## src/rtl/pkc_pkg.sv

```systemverilog
package pkc_pkg;

    localparam int PTE_W    = 64;
    localparam int MASK_W   = 64;
    localparam int KEY_W    = 5;
    localparam int STAT_W   = 32;
    localparam int KEY_HI_W = 2;
    localparam int KEY_LO_W = KEY_W - KEY_HI_W;
    localparam int KEY_HI_POS = 62;
    localparam int KEY_LO_POS = 9;

    localparam int ST_PP_BIT    = 27;
    localparam int ST_STORE_BIT = 25;
    localparam int ST_KEY_BIT   = 21;
    localparam logic [STAT_W-1:0] IFETCH_CODE = 32'h0800_0000;

    typedef struct packed {
        logic rd;
        logic wr;
        logic ex;
    } rights_t;

    typedef enum logic [1:0] {
        ACC_LOAD  = 2'd0,
        ACC_STORE = 2'd1,
        ACC_FETCH = 2'd2,
        ACC_ALT   = 2'd3
    } acc_e;

    typedef struct packed {
        rights_t           rights;
        logic              fault;
        logic              ifault;
        logic [STAT_W-1:0] icode;
        logic [STAT_W-1:0] status;
    } verdict_t;

    localparam rights_t RIGHTS_ALL = '{rd: 1'b1, wr: 1'b1, ex: 1'b1};

    function automatic rights_t need_of(input acc_e acc);
        rights_t n;
        n = '0;
        case (acc)
            ACC_STORE: n.wr = 1'b1;
            ACC_FETCH: n.ex = 1'b1;
            default:   n.rd = 1'b1;
        endcase
        return n;
    endfunction

    function automatic logic lacks(input rights_t have, input rights_t need);
        return |(need & ~have);
    endfunction

endpackage

```

## src/rtl/pkc_verdict.sv

```systemverilog
module pkc_verdict
    import pkc_pkg::*;
(
    input  rights_t  pp,
    input  rights_t  kr,
    input  acc_e     acc,
    output verdict_t v
);
    rights_t need;
    rights_t combined;
    logic    refused;
    logic    is_fetch;

    always_comb begin
        need     = need_of(acc);
        combined = pp & kr;
        refused  = lacks(combined, need);
        is_fetch = (acc == ACC_FETCH);

        v        = '0;
        v.rights = combined;
        v.fault  = refused;
        if (refused && is_fetch) begin
            v.ifault = 1'b1;
            v.icode  = IFETCH_CODE;
        end else if (refused) begin
            v.status[ST_PP_BIT]    = lacks(pp, need);
            v.status[ST_STORE_BIT] = (acc == ACC_STORE);
            v.status[ST_KEY_BIT]   = lacks(kr, need);
        end
    end
endmodule

```

## config.mk

```make
export PLATFORM = sky130hd
export DESIGN_NAME = pkc_verdict
export DESIGN_NICKNAME = d
export VERILOG_FILES = /design/src/rtl/pkc_pkg.sv /design/src/rtl/pkc_verdict.sv
export SDC_FILE = /design/constraint.sdc
export NUM_CORES = 1
export LEC_CHECK = 0
export BUFFER_PORTS_ARGS = -buffer_cell sky130_fd_sc_hd__buf_2
export CORE_AREA = 4 4 50 52
export DETAILED_ROUTE_END_ITERATION = 6
export DIE_AREA = 0 0 54 56
export PLACE_DENSITY = 0.76
export SETUP_SLACK_MARGIN = 0.5
export SLEW_MARGIN = 20
export SYNTH_ARGS = -nofsm -noshare
export SYNTH_HDL_FRONTEND = slang
export SYNTH_SLANG_ARGS = --single-unit
export TNS_END_PERCENT = 1
```

## constraint.sdc

```tcl
create_clock -name vclk -period 1.3
set_input_delay 0.195 -clock vclk [all_inputs]
set_output_delay 0.195 -clock vclk [all_outputs]
set_load 0.01 [all_outputs]
```

# Word level (Yosys, flattened, before mapping)

Index checks and enable logic that the tools add are counted.

Input bits: 8
Register bits: 0
Output and inout bits: 69
Logic and storage cells: 24

Bitwise gates (word level): 7
Muxes and demuxes: 10
Equal/unequal tests: 2
Reduce and logical (&&, ||, !) cells: 5

Operator list:

| operator             | number |
|---|---|
| $mux W33             | 1 |
| $and A3 B3 Y3        | 4 |
| $mux W1              | 9 |
| $not A3 Y3           | 3 |
| $reduce_or A3 Y1     | 3 |
| $eq A2 B1 Y1 const B | 1 |
| $eq A2 B2 Y1 const B | 1 |
| $reduce_or A2 Y1     | 1 |
| $logic_and A1 B1 Y1  | 1 |

# Logic depth before layout (Yosys ltp)

Gate-level depths: netlist (run 1).

Depth in word-level cells: 7
Gate-level depth with buffers: 5
Mapped depth without buffers: 4

# Worst setup path before layout (run 1)

Ideal clock, no wire load.

Kind: input -> output
Start: in acc[0]
End: out v[64] (netlist bit)
Data arrival time: 1350 ps
Required time: 1105 ps
Buffers on the path: 1
Slack: -245 ps
Stages: 5
Path through: inv_1 ha_1 a222oi_1 a21boi_1 buf_4

RTL lines:

| element     | RTL line         | text |
|---|---|---|
| from (decl) | pkc_verdict.sv:6 | `input acc_e acc,` |
| to (decl)   | pkc_verdict.sv:7 | `output verdict_t v` |

==> summary.md, run 1 <==
| Metric | Value |
|---|---|
| P_leak | `between 0.0003 and 0.0004 uW` |
| Logic pwr share | `100.0%` |
| Setup WS pre-CTS | `-151 ps` |
| Top cells by count, synth | `62 x buf_4, 8 x inv_1, 5 x nor2_1, 2 x a222oi_1, 2 x ha_1` |
| Core Util, Final | `around 25%` |
| Antenna cell count | `0` |
| Buffers on Ports | `17` |
| CLK BUF | `0` |
| RD Place Congestion | `slightly below 0.7` |
| DRT antenna net count | `0` |
| Met3 routed WL | `239 um` |
| Setup_tns | `-504 ps` |
| Crit Path Max Fanout | `4` |
| IR drop worst, VDD | `0.102 mV` |
| Largest stage delay, worst path | `290 ps` |
| DRC | `0` |
| Clock share of power | `0%` |
| Violated checks | `negative setup slack` |
| Cells after synthesis | `84` |
| Final Hold Viols | `0` |
| Initial DRC Count | `13` |
| P per Cell Area | `368 nW/um^2` |
| Layout cells sized above 1 | `between 20% and 30%` |
| Type of the worst setup path | `in -> out` |
| # fillers | `between 200 and 250` |
| Period minus WS final | `1400 ps` |
| First-pass GRT wire length | `approximately 960 um` |
| Tot GR Track Use | `3.98%` |
| Switching share of power | `70.0%` |
| Multi-input logic area | `between 300 and 400 sq um` |
| Cell Area, Synth | `586 sq um` |
| WL per Instance | `between 7 and 8 um` |
| Worst Path Arrival | `about 1200 ps` |
| Routed met1 length | `approximately 230 um` |
| Area share of the largest cell type after synthesis | `between 70% and 80%` |
| Starting Density | `between 20% and 30%` |
| RSZ-0062 raised after global routing | `yes` |
| Peak Freq | `717 MHz` |
| Syn_area_per_cell | `approximately 7 sq um` |
| Area leader, netlist | `buf_4` |
| Count leader, synth | `buf_4` |
| Register area | `0 sq um` |
| Pins Over Slew Limit | `0` |
| Crit. End Element | `primary output` |
| Final setup viols | `6` |
| Overall via count from detail_route | `roughly 370` |
| Die W | `54 um` |
| Avg Vias per Cell | `about 2.8` |
| Distinct cells, synth | `10` |
| CP startpoint kind | `primary input` |
| WP buf/inv | `3` |
| Highest metal used | `met3` |
| Critical-path top delay cell | `a222oi_1` |
| Final worst slack | `-95.0 ps` |
| Number of global-route vias before repair | `around 210` |
| Core area | `roughly 2100 sq um` |
| Switching power total | `136 uW` |
| Seq/Total Area, Yosys | `0%` |
| Routed WL | `946 um` |
| Post-CTS Setup Inserts | `0` |
| I/O pin total | `slightly below 80` |
| Worst min path class | `in -> out` |
| Die Y | `56 um` |
| Die footprint | `roughly 3000 sq um` |
| Largest net degree at the start of global routing | `5` |
| Row cnt | `17` |
| Remaining global-route overflow | `0` |
| Critical-path cell list | `buf_6, ha_4, a222oi_1, buf_4, a21boi_2, buf_2` |
| Outcome | `finished with violations` |
| Met2 Wirelength | `around 480 um` |
| Fin crit share | `107%` |
| Count of flip-flops and latches | `0` |
| Area Growth Syn to Fin | `-9.83%` |
| Worst EP required | `about 1100 ps` |
| Top cells by area, synth | `buf_4 79%, inv_1 5.1%, ha_1 4.3%, a222oi_1 3.4%, nor2_1 3.2%` |
| NumNets Final | `roughly 110` |
| Pre-antenna DRT Iters | `7` |
| Initial antenna violation count | `0` |
| Internal power | `58.2 uW` |
| Max-cap violations | `0` |
| Yosys Warn Count | `0` |
| Largest delay share family, worst path | `buffers and inverters` |
| Dpl hpwl | `about 870 um` |
| Sequential share of power | `0%` |
-- metrics by stage --
step / cells / cell area [sq um] / hold WS (ps) / power (uW)
floorplan: 143 / 825 / 494 / 266
global placement: 129 / 502 / 704 / 178
detailed placement: 129 / 502 / 706 / 179
CTS: 129 / 519 / 708 / 187
global route: 129 / 528 / 720 / 214
finish: 129 / 528 / 700 / 194
-- cell type report --
| cell class | instances | share of cell area, % |
|---|---|---|
| Multi-Input combinational cell | 73 | 63.3 |
| Timing Repair Buffer | 20 | 23.5 |
| Tap cell | 28 | 6.64 |
| Inverter | 8 | 6.64 |
-- cells in the final DEF (no fill, tap or decap), drive strengths merged --
| master | count |
|---|---|
| inv | 7 |
| a222oi | 2 |
| nand2b | 1 |
| buf | 20 |
| ha | 2 |
| a21oi | 1 |
| conb | 60 |
| a21boi | 1 |
| nor2 | 5 |
| nand2 | 1 |
| clkinv | 1 |
-- logic make-up (layout without fill, tap and decap cells) --
group	Yosys count	after routing	share of synthesized area (%)
simple gates	7	7	4.91
buf+inv	70	28	84.6
fa+ha+maj	2	2	4.27
other cells	1	60	0.640
compound gates	4	4	5.56
-- final timing paths --
kind / slack, ps / to / cells after the start / from
worst max-delay path: -100 / v[59] / 6 / acc[1]
worst min-delay path: 700 / v[66] / 4 / kr[0]
-- repair_timing --
action / in CTS / in global routing
pin swaps: 4 / 3
gates resized for setup: 5 / 4
endpoints found under the hold margin: 0 / 0
hold buffers: 0 / 0
setup endpoints to repair: 6 / 6
-- routing by layer --
layer	track usage, %	up-vias
li1	-	166
met4	0	0
met1	4.92	154
met3	0	0
met2	7.79	47
met5	0	-
-- power groups by stage --
stage               combinational (uW)  sequential [uW]  clock [uW]
finish                             194                0           0
CTS                                187                0           0
detailed placement                 179                0           0
floorplan                          266                0           0
global placement                   178                0           0
global route                       214                0           0
(Power assumes the default switching activity.)
==> run 2, diff against run 1 <==
CORE_AREA = 4 4 46 48   (was 4 4 50 52)
DIE_AREA = 0 0 50 52   (was 0 0 54 56)
PLACE_DENSITY = 0.85   (was 0.76)
clock period = 1.75 ns   (was 1.3 ns; I/O delays follow)
==> run 2 against run 1 <==
Net effect:
- highest routed layer unchanged
- the run now ends clean
- final cell count shrank 3.1%
- hold slack improved by 140 ps
- flip-flop and latch count did not move
- via count is 2.5% lower
- largest power group unchanged
- sequential share of layout area unchanged
- critical endpoint unchanged
==> summary.md, run 2 (same netlist as run 1, synthesis figures left out) <==
| Metric | Value |
|---|---|
| Peak Freq | `between 600 and 700 MHz` |
| RSZ-0062 raised after global routing | `yes` |
| CLK BUF | `0` |
| Remaining global-route overflow | `0` |
| Type of the worst setup path | `in -> out` |
| # fillers | `just under 200` |
| Most common cell after layout, fill and taps aside | `conb_1` |
| Die Y | `approximately 52 um` |
| Count of flip-flops and latches | `0` |
| Core area | `about 1700 sq um` |
| DRC | `0` |
| CP startpoint kind | `primary input` |
| RD Place Congestion | `0.665` |
| Row cnt | `15` |
| Final setup viols | `0` |
| NumNets Final | `around 110` |
| Initial DRC Count | `7` |
| Overall via count from detail_route | `~360` |
| Period minus WS final | `about 1600 ps` |
| Largest net degree at the start of global routing | `7` |
| Setup_tns | `0 ps` |
| Final Hold Viols | `0` |
| WL per Instance | `a little over 7 um` |
| Largest stage delay, worst path | `roughly 300 ps` |
| IR drop worst, VDD | `around 0.06 mV` |
| Antenna cell count | `0` |
| CTS Hold Bufs | `0` |
| Crit Path Max Fanout | `4` |
| Avg Vias per Cell | `2.86` |
| Critical-path cell list | `buf_8, ha_4, a222oi_1, buf_4, a21boi_2, buf_2` |
| Starting Density | `between 30 and 40%` |
| Worst Path Arrival | `around 1300 ps` |
| First-pass GRT wire length | `between 900 and 1000 um` |
| Outcome | `finished, final reports clean` |
| Pins Over Slew Limit | `0` |
| Worst EP required | `roughly 1500 ps` |
| Register area | `0 sq um` |
| Max-cap violations | `0` |
| Buffers on Ports | `17` |
| Worst min path class | `in -> out` |
| Critical-path top delay cell | `a222oi_1` |
| Fin crit share | `about 90%` |
| Number of global-route vias before repair | `around 250` |
| Tot GR Track Use | `about 4.3%` |
| Pre-antenna DRT Iters | `4` |
| DRT antenna net count | `0` |
| P_leak | `around 0.00037 uW` |
| Initial antenna violation count | `0` |
| Placed cell area | `roughly 490 sq um` |
| Routed WL | `slightly below 900 um` |
| Most frequent cells in the layout | `60 x conb_1, 15 x buf_2, 7 x inv_1` |
| Fin area | `518 sq um` |
| Crit. End Element | `primary output` |
| P per Cell Area | `around 270 nW/um^2` |
| Area Growth Syn to Fin | `-11.5%` |
| Dpl hpwl | `about 830 um` |
| I/O pin total | `slightly below 80` |
| Layout cells sized above 1 | `a little under a quarter` |
| Die W | `~50 um` |
| Die footprint | `2600 sq um` |
run 2: cell count changes in the layout (fill, tap and decap cells not counted), sizes merged:
| cell | delta |
|---|---|
| buf | -1 |
run 2: through the flow:
stage | power, uW | hold slack, ps | std cells | setup WS [ps] | utilization [%]
floorplan | 197 | 629 | 143 | 201 | -
global placement | 128 | 834 | 125 | 178 | 28.7
detailed placement | 129 | 843 | 125 | 156 | 28.7
CTS | 136 | 845 | 125 | 170 | 29.9
global route | 156 | 868 | 125 | 155 | 30.3
finish | 142 | 843 | 125 | 193 | 30.3
run 2: per-layer routing:
layer  wire length (um)  GRT usage, %  up-vias
met3                178          1.15        0
met2                479          10.4       45
met1                222          3.23      148
li1                   -             -      165
met4                  0             0        0
met5                  0             0        -
run 2: critical path, delay by kind of cell:
family | cells | cell delay [ps]
buffers and inverters | 3 | 440
adders and majority gates | 1 | 230
AOI/OAI and AO/OA | 2 | 360
run 2: final timing paths:
path	end	startpoint	cells past startpoint	slack, ps
hold / removal	v[66]	kr[0]	4	840
setup / recovery	v[59]	acc[1]	6	190
run 2: area by class of cell:
class	count	area [sq um]	share of cell area [%]
repair buffers	19	120	23.2
inverters	8	35.0	6.76
multi-input cells	73	332	64.0
well taps	25	31.3	6.04
run 2: where the power goes:
part           total, uW  switching, uW  internal, uW
registers              0              0             0
logic                142           99.4          42.2
clock network          0              0             0
run 2: repair_timing:
| action | 4_1_cts | 5_1_grt |
|---|---|---|
| hold endpoints to repair | 0 | 0 |
| endpoints found under the setup margin | 6 | 6 |
| resized for setup | 6 | 3 |
| setup buffers | 0 | 0 |
| pin swaps | 3 | 3 |
